## config.mk

```make
export PLATFORM = sky130hd
export DESIGN_NAME = serial_audio_port
export DESIGN_NICKNAME = d
export VERILOG_FILES = /design/src/rtl/sap_pkg.sv /design/src/rtl/sap_ctrl.sv /design/src/rtl/sap_datapath.sv /design/src/rtl/serial_audio_port.sv
export SDC_FILE = /design/constraint.sdc
export NUM_CORES = 1
export LEC_CHECK = 0
export ABC_CLOCK_PERIOD_IN_PS = 2500
export BUFFER_PORTS_ARGS = -buffer_cell sky130_fd_sc_hd__buf_2
export CORE_ASPECT_RATIO = 1.25
export CORE_MARGIN = 5
export CORE_UTILIZATION = 51
export CTS_CLUSTER_DIAMETER = 30
export DETAILED_ROUTE_END_ITERATION = 8
export PLACE_DENSITY = 0.75
export SLEW_MARGIN = 20
export SYNTH_ARGS = -nofsm -noshare
export SYNTH_HDL_FRONTEND = slang
export SYNTH_SLANG_ARGS = --single-unit
export TNS_END_PERCENT = 5
```

## constraint.sdc

```tcl
create_clock -name clk -period 2.5 [get_ports clk]
set_input_delay 0.125 -clock clk [delete_from_list [all_inputs] [get_ports clk]]
set_output_delay 0.125 -clock clk [all_outputs]
set_load 0.01 [all_outputs]
```

## src/rtl/sap_pkg.sv

```systemverilog
package sap_pkg;
  localparam int WORD_W = 24;
  localparam int DIV_W = 5;
  localparam int WL_CODE_W = 2;
  localparam int LEN_W = $clog2(WORD_W + 1);

  typedef struct packed {
    logic rxIrqEn;
    logic txIrqEn;
    logic rxEn;
    logic txEn;
    logic netMode;
    logic syncMode;
    logic revOrder;
    logic clkDir;
  } ctlB_t;

  typedef struct packed {
    logic                 rxAccept;
    logic                 txAccept;
    logic                 revOrder;
    logic [WL_CODE_W-1:0] wlCode;
  } dpCtrl_t;

  function automatic logic [LEN_W-1:0] wordBits(input logic [WL_CODE_W-1:0] code);
    case (code)
      2'd0:    wordBits = LEN_W'(8);
      2'd1:    wordBits = LEN_W'(12);
      2'd2:    wordBits = LEN_W'(16);
      default: wordBits = LEN_W'(WORD_W);
    endcase
  endfunction

  function automatic logic [WORD_W-1:0] wordMask(input logic [LEN_W-1:0] len);
    logic [WORD_W-1:0] m;
    for (int i = 0; i < WORD_W; i++) m[i] = (i < int'(len));
    return m;
  endfunction

  function automatic logic [WORD_W-1:0] revWithin(input logic [WORD_W-1:0] x,
                                                  input logic [LEN_W-1:0] len);
    logic [WORD_W-1:0] r;
    r = '0;
    for (int i = 0; i < WORD_W; i++) begin
      if (i < int'(len)) r[i] = x[int'(len) - 1 - i];
    end
    return r;
  endfunction
endpackage

```

## src/rtl/sap_ctrl.sv

```systemverilog
module sap_ctrl
  import sap_pkg::*;
(
  input  logic               clk,
  input  logic               rstN,
  input  logic               cfgAWrEn,
  input  logic [6:0]         cfgAData,
  input  logic               cfgBWrEn,
  input  logic [7:0]         cfgBData,
  input  logic               txWrEn,
  input  logic               slotWrEn,
  input  logic               rxRdEn,
  input  logic               txStrobe,
  input  logic               rxStrobe,
  input  logic               rxFsStrobe,
  input  logic               rxFsVal,
  input  logic               txFsStrobe,
  input  logic               txFsVal,
  output dpCtrl_t            dpCtrl,
  output logic [7:0]         status,
  output logic               txIrq,
  output logic               rxIrq,
  output logic [DIV_W:0]     rateDiv,
  output logic               clkDir,
  output logic               syncMode
);
  localparam int TDE_BIT = 6;
  localparam int RDF_BIT = 7;
  localparam int RFS_BIT = 2;
  localparam int TFS_BIT = 3;

  ctlB_t                ctlB;
  ctlB_t                ctlBNew;
  logic [WL_CODE_W-1:0] wlCode;
  logic [DIV_W-1:0]     dcCode;
  logic                 txWait, rxWait;
  logic                 tdeFlag, rdfFlag, rfsFlag, tfsFlag;
  logic                 txAccept, rxAccept;

  assign ctlBNew  = ctlB_t'(cfgBData);
  assign txAccept = ctlB.txEn && !txWait;
  assign rxAccept = ctlB.rxEn && !rxWait;

  always_ff @(posedge clk) begin
    if (!rstN) begin
      wlCode  <= '0;
      dcCode  <= '0;
      ctlB    <= '0;
      txWait  <= 1'b1;
      rxWait  <= 1'b1;
      tdeFlag <= 1'b1;
      rdfFlag <= 1'b0;
      rfsFlag <= 1'b0;
      tfsFlag <= 1'b0;
      txIrq   <= 1'b0;
      rxIrq   <= 1'b0;
    end else begin
      if (cfgAWrEn) begin
        dcCode <= cfgAData[DIV_W-1:0];
        wlCode <= cfgAData[DIV_W+WL_CODE_W-1:DIV_W];
      end
      if (cfgBWrEn) ctlB <= ctlBNew;

      if (cfgBWrEn && ctlBNew.txEn && !ctlB.txEn) txWait <= 1'b1;
      else if (txFsStrobe && ctlB.netMode && txFsVal) txWait <= 1'b0;

      if (cfgBWrEn && ctlBNew.rxEn && !ctlB.rxEn) rxWait <= 1'b1;
      else if (rxFsStrobe && ctlB.netMode && rxFsVal) rxWait <= 1'b0;

      if (rxFsStrobe) rfsFlag <= ctlB.netMode ? rxFsVal : 1'b1;
      if (txFsStrobe) tfsFlag <= ctlB.netMode ? txFsVal : 1'b1;

      if (txWrEn || slotWrEn) tdeFlag <= 1'b0;
      else if (txStrobe)      tdeFlag <= 1'b1;

      if (rxRdEn)        rdfFlag <= 1'b0;
      else if (rxStrobe) rdfFlag <= 1'b1;

      txIrq <= txStrobe && txAccept && ctlB.txIrqEn;
      rxIrq <= rxStrobe && rxAccept && ctlB.rxIrqEn;
    end
  end

  always_comb begin
    status          = '0;
    status[TDE_BIT] = tdeFlag;
    status[RDF_BIT] = rdfFlag;
    status[RFS_BIT] = rfsFlag;
    status[TFS_BIT] = tfsFlag;
  end

  assign dpCtrl.rxAccept = rxAccept;
  assign dpCtrl.txAccept = txAccept;
  assign dpCtrl.revOrder = ctlB.revOrder;
  assign dpCtrl.wlCode   = wlCode;

  assign rateDiv  = {1'b0, dcCode} + 1'b1;
  assign clkDir   = ctlB.clkDir;
  assign syncMode = ctlB.syncMode;
endmodule

```

## src/rtl/sap_datapath.sv

```systemverilog
module sap_datapath
  import sap_pkg::*;
(
  input  logic              clk,
  input  logic              rstN,
  input  dpCtrl_t           dpCtrl,
  input  logic              txWrEn,
  input  logic [WORD_W-1:0] txWrData,
  input  logic              txStrobe,
  input  logic              rxStrobe,
  input  logic [WORD_W-1:0] rxWord,
  output logic [WORD_W-1:0] txWord,
  output logic [WORD_W-1:0] rxData
);
  logic [LEN_W-1:0]  len;
  logic [WORD_W-1:0] mask;
  logic [WORD_W-1:0] txReg;
  logic [WORD_W-1:0] rxLow, rxOrdered, rxJustified;
  logic [WORD_W-1:0] txLow, txFormatted;

  assign len  = wordBits(dpCtrl.wlCode);
  assign mask = wordMask(len);

  // Receive: order within the word, then move to the top of the register.
  assign rxLow       = rxWord & mask;
  assign rxOrdered   = dpCtrl.revOrder ? revWithin(rxLow, len) : rxLow;
  assign rxJustified = rxOrdered << (LEN_W'(WORD_W) - len);

  // Transmit: take the top bits down to the bottom, then order.
  assign txLow       = (txReg >> (LEN_W'(WORD_W) - len)) & mask;
  assign txFormatted = dpCtrl.revOrder ? revWithin(txLow, len) : txLow;

  always_ff @(posedge clk) begin
    if (!rstN) begin
      txReg  <= '0;
      txWord <= '0;
      rxData <= '0;
    end else begin
      if (txWrEn)   txReg  <= txWrData;
      if (txStrobe) txWord <= dpCtrl.txAccept ? txFormatted : '0;
      if (rxStrobe) rxData <= dpCtrl.rxAccept ? rxJustified : '0;
    end
  end
endmodule

```

## src/rtl/serial_audio_port.sv

```systemverilog
module serial_audio_port
  import sap_pkg::*;
(
  input  logic              clk,
  input  logic              rstN,
  input  logic              cfgAWrEn,
  input  logic [6:0]        cfgAData,
  input  logic              cfgBWrEn,
  input  logic [7:0]        cfgBData,
  input  logic              txWrEn,
  input  logic [WORD_W-1:0] txWrData,
  input  logic              slotWrEn,
  input  logic              rxRdEn,
  input  logic              txStrobe,
  input  logic              rxStrobe,
  input  logic [WORD_W-1:0] rxWord,
  input  logic              rxFsStrobe,
  input  logic              rxFsVal,
  input  logic              txFsStrobe,
  input  logic              txFsVal,
  output logic [WORD_W-1:0] txWord,
  output logic [WORD_W-1:0] rxData,
  output logic [7:0]        status,
  output logic              txIrq,
  output logic              rxIrq,
  output logic [DIV_W:0]    rateDiv,
  output logic              clkDir,
  output logic              syncMode
);
  dpCtrl_t dpCtrl;

  sap_ctrl uCtrl (
    .clk(clk), .rstN(rstN),
    .cfgAWrEn(cfgAWrEn), .cfgAData(cfgAData),
    .cfgBWrEn(cfgBWrEn), .cfgBData(cfgBData),
    .txWrEn(txWrEn), .slotWrEn(slotWrEn), .rxRdEn(rxRdEn),
    .txStrobe(txStrobe), .rxStrobe(rxStrobe),
    .rxFsStrobe(rxFsStrobe), .rxFsVal(rxFsVal),
    .txFsStrobe(txFsStrobe), .txFsVal(txFsVal),
    .dpCtrl(dpCtrl), .status(status),
    .txIrq(txIrq), .rxIrq(rxIrq),
    .rateDiv(rateDiv), .clkDir(clkDir), .syncMode(syncMode)
  );

  sap_datapath uData (
    .clk(clk), .rstN(rstN), .dpCtrl(dpCtrl),
    .txWrEn(txWrEn), .txWrData(txWrData),
    .txStrobe(txStrobe), .rxStrobe(rxStrobe), .rxWord(rxWord),
    .txWord(txWord), .rxData(rxData)
  );
endmodule

```

# Word-level counts from Yosys, hierarchy flattened
# Index checks and enable logic that the tools add are counted.
# word_totals
reg_bits,95
input_bits,76
out_inout_bits,66
wordCells,327
# op_classes
addsub,26
magnitude_cmp,48
n_eq_ne,2
shifts,2
muxes,201
bitwise,3
n_reduce_logical,24
# op_table
cell,n
$lt A32 B7 Y1 const B,24
$sub A32 B5 Y32 const B,8
$sub A32 B6 Y32 const B,8
$bmux W1 S5,48
$mux W1,148
$sub A32 B4 Y32 const B,4
$mux W24,4
$sub A32 B3 Y32 const B,2
$and A24 B24 Y24,2
$lt A4 B5 Y1 const A,8
$lt A5 B5 Y1 const A,8
$sub A32 B2 Y32 const B,1
$shl A24 B5 Y24,1
$shr A24 B5 Y24,1
$lt A3 B5 Y1 const A,4
$pmux W5 S3,1
$logic_and A1 B1 Y1,14
$lt A1 B5 Y1 const A,2
$lt A2 B5 Y1 const A,2
$add A5 B1 Y6 const B,1
$reduce_or A2 Y1,3
$sub A5 B1 Y6 const B,1
$sub A5 B5 Y5 const A,1
$logic_not A1 Y1,4
6 further kinds,6

# Longest topological paths before layout
# depth
word_depth,11
depth_mapped,12
depth_no_buf,8

# Cells and area by module
# From an unflattened synthesis, not the netlist that was laid out.
# unflattened
cells_unflattened,864
hier_area_um2,6759.0
# by_module_without_submodules
module,instances,cells_each,area_per_inst_um2,seq_area_each_um2
sap_datapath,1,765,5784.3,1441.4
sap_ctrl,1,99,974.7,460.4

# Worst setup path before layout
# No wires, ideal clock.
# synth_path
kind,register to register
from,register uCtrl.wlCode[0]
to,register uData.txWord[7]
setup_time_ps,114
arrival_time_ps,2205
t_required_ps,2386
setup_slack_ps,181
path_stages_with_launch,11
path_buffers,2
synth_period_minus_slack_ps,2319
path_cell_list,dfxtp_1 > inv_1 > ha_1 > buf_2 > nor2b_1 > buf_2 > a222oi_1 > mux2i_1 > o211ai_2 > a221oi_1 > a21o_1
# synth_via
elab_chain_len,11
elab_cells_between_ends,39
cone_classes,add/sub: 3; order compare: 24; eq/ne: 2; shift: 1; mux: 7; bitwise: 1; reduce/logical: 1
# synth_rtl
item,line_no,rtl
start: declaration,sap_ctrl.sv:34,logic [WL_CODE_W-1:0] wlCode;
start signal: assignment,sap_ctrl.sv:60,wlCode <= cfgAData[DIV_W+WL_CODE_W-1:DIV_W];
$eq A2 B2 Y1 (tied with other cells),sap_pkg.sv:26,case (code)
$pmux W5 S3 (*),sap_pkg.sv:26,
branches (longest 7 deep; another with $sub A32 B4 Y32),--,
$mux W24 (*),sap_datapath.sv:31,"assign txFormatted = dpCtrl.revOrder ? revWithin(txLow, len) : txLow;"
$mux W24 (*),sap_datapath.sv:40,if (txStrobe) txWord <= dpCtrl.txAccept ? txFormatted : '0;
end signal: assignment,sap_datapath.sv:40,
end: declaration,sap_datapath.sv:12,"output logic [WORD_W-1:0] txWord,"
# Mark *: on every way between the ends. The select of a mux whose other input is x is not followed.
# A chain may end at the register's enable or synchronous reset.

# Worst setup path in the final report
# layout_path
from,register uCtrl.wlCode[1]
to,register uData.txWord[23]
# layout_via
elab_chain_len,11
elab_cells_between_ends,39
cone_classes,add/sub: 3; order compare: 24; eq/ne: 2; shift: 1; mux: 7; bitwise: 1; reduce/logical: 1
# layout_rtl
item,line_no
$eq A2 B2 Y1 (tied with other cells),sap_pkg.sv:26
$pmux W5 S3 (*),sap_pkg.sv:26
branches (longest 7 deep; another with $sub A32 B6 Y32),--
$mux W24 (*),sap_datapath.sv:31
$mux W24 (*),sap_datapath.sv:40
# Marked as above.

==> impl_metrics.ini <==
[outcome]
result_of_the_run = complete, no violations

[critical_path]
worst-setup-path-type = register to register
crit_fanout = 10
cpPeakStageDelay_ns = 0.34
cp_cell_sequence = inv_4 -> buf_6 -> ha_4 -> buf_12 -> clkbuf_16 -> mux2i_1 -> o22a_1 -> o21ai_0 -> o311ai_0 -> nand3_1 -> a22o_1
cp_top_family = compound AO/OA/AOI/OAI gates
endpoint_kind = register
data_arrival_time_at_the_worst_slack_endpoint_ns = 2.72
r2r.worst_path.cells = 11
cp_num_buf_inv = 4
worst_path_max_delay_cell = dfxtp_2
worst-r2r-setup-slack_ns = 0.03
critical_path_cell_count = 11
timing.critical_path.from_type = register
r2r_end = uData.txWord[23]
worst_ep_required_time_ns = 2.75
crit-reg2reg-launch = uCtrl.wlCode[1]
critPathCapture = uData.txWord[23]
setup.worst_path.start = uCtrl.wlCode[1]

[die]
die-width_um = 113
floorplan.die.height_um = 139
num_rows = 47
core_region_area_sq_um = 13200
floorplan.initialDensity_pct = 51.6
floorplan.io_pins = 142
die-area_sq_um = 15800

[timing]
whs_ns = 0.00624
rsz0062_at_grt = true
fin_crit_ns = 2.47
timing.final.crit_share_pct = 98.7
finalHoldViolations = 0
finClkSkew_ns = 0.00533
finalMaxSlewViolations = 0
setup_viol_count_final = 0
slew_headroom_pct = 52.8
worst-slew-pin-transition_ns = 0.708
fmaxAchievable_mhz = 405

[grt]
grt_overflow = 0
antenna_found_initial = 0
grt-busiest-layer = met2
grt.total_usage_pct = 35.2
global_route_wire_length_before_repair_um = 43200
routing_usage_on_met1_pct = 38.9
grtUsageMet2_pct = 59.3
globalRouteMet3Util_pct = 6.63
maximum_number_of_pins_on_one_net_before_global_route_repair = 49
first_global_vias = 7856

[placed_design]
dp.cells = 1224
detailedPlacementHpwl_um = 22100
portBuffers = 137
globalplace.congestion = 0.998

[detailed_routing]
detailedRoute.firstIterationViolations = 733
final_antenna_net_count = 0
drc = 0
firstDrtPassIters = 5
via_per_inst = 6.35
totalWireLength_um = 28700
wl_per_cell_um = 22.9
num_vias = 7954

[finish]
fillerInstances = 1121
fin_cells = 1252
areaGrowthSynthToFinish_pct = 33.1
layout-drive-gt1-share_pct = 33.6
diodes = 0
nets = 1162

[yosys]
synth_cells = 851
synth_async_sr_flop_share_pct = 0
synth_top_cell_area_share_pct = 28.0
ys_warn_count = 0
synthFlopType = dfxtp_1
synth_top_cell_by_area = dfxtp_1
synth_area_leaders = dfxtp_1 (28%), mux2i_1 (9.6%), nor2_1 (5.6%)
synthesis.area_sq_um = 6800
synth_sequential_area_ratio_pct = 28.0
synth.avg_cell_area_sq_um = 7.99
number_of_register_bits_inferred_by_synthesis = 95
synth.distinct_cells = 83
number_of_enable_flip_flop_cells_after_synthesis = 0

[clocking]
cts_tree = yes
cts_buffer_depth = 2
clock_insertion_delay_at_the_later_pin_of_the_skew_report_ns = 0.36
cts.htree.levels = 3
numCtsBuffers = 9
clk_root_buffer_cell = clkbuf_16
worst_setup_hold_path_clk_slew_ns = 0.07
tritoncts_num_sinks = 95

[pwr]
vdd_ir_drop_max_uv = 353
cellLeakagePower_nw = 3.92
power_density_nw_per_um2 = 475

[hold_path]
min-delay-path-class = input pin to register

[job]
cap_violations = 0
-- layer usage --
metal | part of all wire [%] | up-vias
met2 | 48 | 491
li1 | - | 3613
met1 | 36 | 3694
met5 | 0 | -
met4 | 8.0 | 0
met3 | 8.1 | 156
-- logic make-up (layout without fill, tap and decap cells) --
group | after synthesis | count (layout) | share of synthesized area, %
fa+ha+maj | 9 | 9 | 1.66
flops | 95 | 95 | 28.0
other cells | 1 | 4 | 0.0551
mux | 88 | 88 | 14.6
xor+xnor | 4 | 4 | 0.515
simple gates | 295 | 295 | 20.3
compound gates | 257 | 257 | 27.4
buf+inv | 102 | 329 | 7.49
-- how the worst min path moves through the flow --
stage	start	endpoint	slack [ns]	cells after the start
3_3_place_gp	rxRdEn	uCtrl.rdfFlag	0.29	2
3_5_place_dp	rxRdEn	uCtrl.rdfFlag	0.30	2
2_1_floorplan	rxRdEn	uCtrl.rdfFlag	0.20	1
5_1_grt	txWrData[15]	uData.txReg[15]	0.02	3
4_1_cts	txWrData[10]	uData.txReg[10]	0.0004	3
6_report	txWrData[15]	uData.txReg[15]	0.006	3
-- power by group --
group	total, mW	internal, mW	switching (mW)
logic	1.24	0.543	0.695
registers	1.60	1.56	0.0462
clock network	1.46	0.810	0.648
total	4.30	2.91	1.39
-- per-stage QoR --
| stage | util [%] | TNS (ns) | total power, mW | worst slack (ns) | area (sq um) |
|---|---|---|---|---|---|
| 3_3_place_gp | 64.1 | -1.01 | 2.78 | -0.248 | 8450 |
| 6_report | 68.7 | 0 | 4.30 | 0.0316 | 9050 |
| 4_1_cts | 67.7 | 0 | 4.25 | 0.00691 | 8920 |
| 5_1_grt | 68.7 | -0.207 | 4.45 | -0.0384 | 9050 |
| 3_5_place_dp | 64.1 | -1.41 | 2.78 | -0.258 | 8450 |
| 2_1_floorplan | - | 0 | 2.26 | 0.181 | 6810 |
-- cells in the mapped netlist (all sizes together) (9+ instances only) --
cell type and n:
nor2 102, dfxtp 95, nand2 81, mux2i 66, o21ai 52, buf 48, a21oi 33, clkbuf 33
o211ai 22, inv 21, nand3 20, mux2 16, nor3 15, a211oi 14, nor2b 14, a22oi 13
nand2b 13, a221oi 11, a31oi 10, and3 9, ha 9, o22ai 9
-- tightest hold or removal path, cell delays in order --
cell	delay [ns]
buf_2	0.07
mux2i_1	0.05
nor2_1	0.07
-- layout make-up --
| cell class | instances | area, sq um | area share, % |
|---|---|---|---|
| Clock inverter | 5 | 66.3 | 0.733 |
| Clock buffer | 10 | 239 | 2.64 |
| Multi-Input combinational cell | 657 | 4530 | 50.1 |
| Tap cell | 171 | 214 | 2.36 |
| Timing Repair Buffer | 293 | 2010 | 22.2 |
| Inverter | 21 | 81.3 | 0.899 |
| Sequential cell | 95 | 1910 | 21.1 |
-- registers in the layout, indices dropped and copies added (netlist names), 2 cells and up --
| signal | flops |
|---|---|
| uData.rxData | 24 |
| uData.txReg | 24 |
| uData.txWord | 24 |
| uCtrl.ctlB | 5 |
| uCtrl.dcCode | 5 |
| uCtrl.wlCode | 2 |
-- repair_timing --
item	in CTS	in global routing
hold endpoints to repair	11	0
hold buffers	11	0
buffers inserted	0	1
resized for setup	11	26
gates cloned	0	1
setup endpoints to repair	22	27
pin swaps	0	7
-- cell usage in the layout, fill, tap and decap left out, drive strengths merged, types with 6 or more instances in the layout --
cell type,synthesis,layout
a32oi,6,6
nor2,102,102
dlygate4sd3,0,11
nor2b,14,14
nand3b,7,7
a21oi,33,33
ha,9,9
clkbuf,33,11
a21o,8,8
o21ai,52,52
a22oi,13,13
o22ai,9,9
nand3,20,20
buf,48,281
inv,21,23
nor3,15,15
nand2b,13,13
and2,7,7
a211oi,14,14
mux4,6,6
nand2,81,81
o211ai,22,22
a221oi,11,11
mux2,16,16
dfxtp,95,95
mux2i,66,66
a31oi,10,10
and3,9,9
o31ai,6,6
o221ai,8,8
No activity file was read; power rests on OpenSTA's default activity.
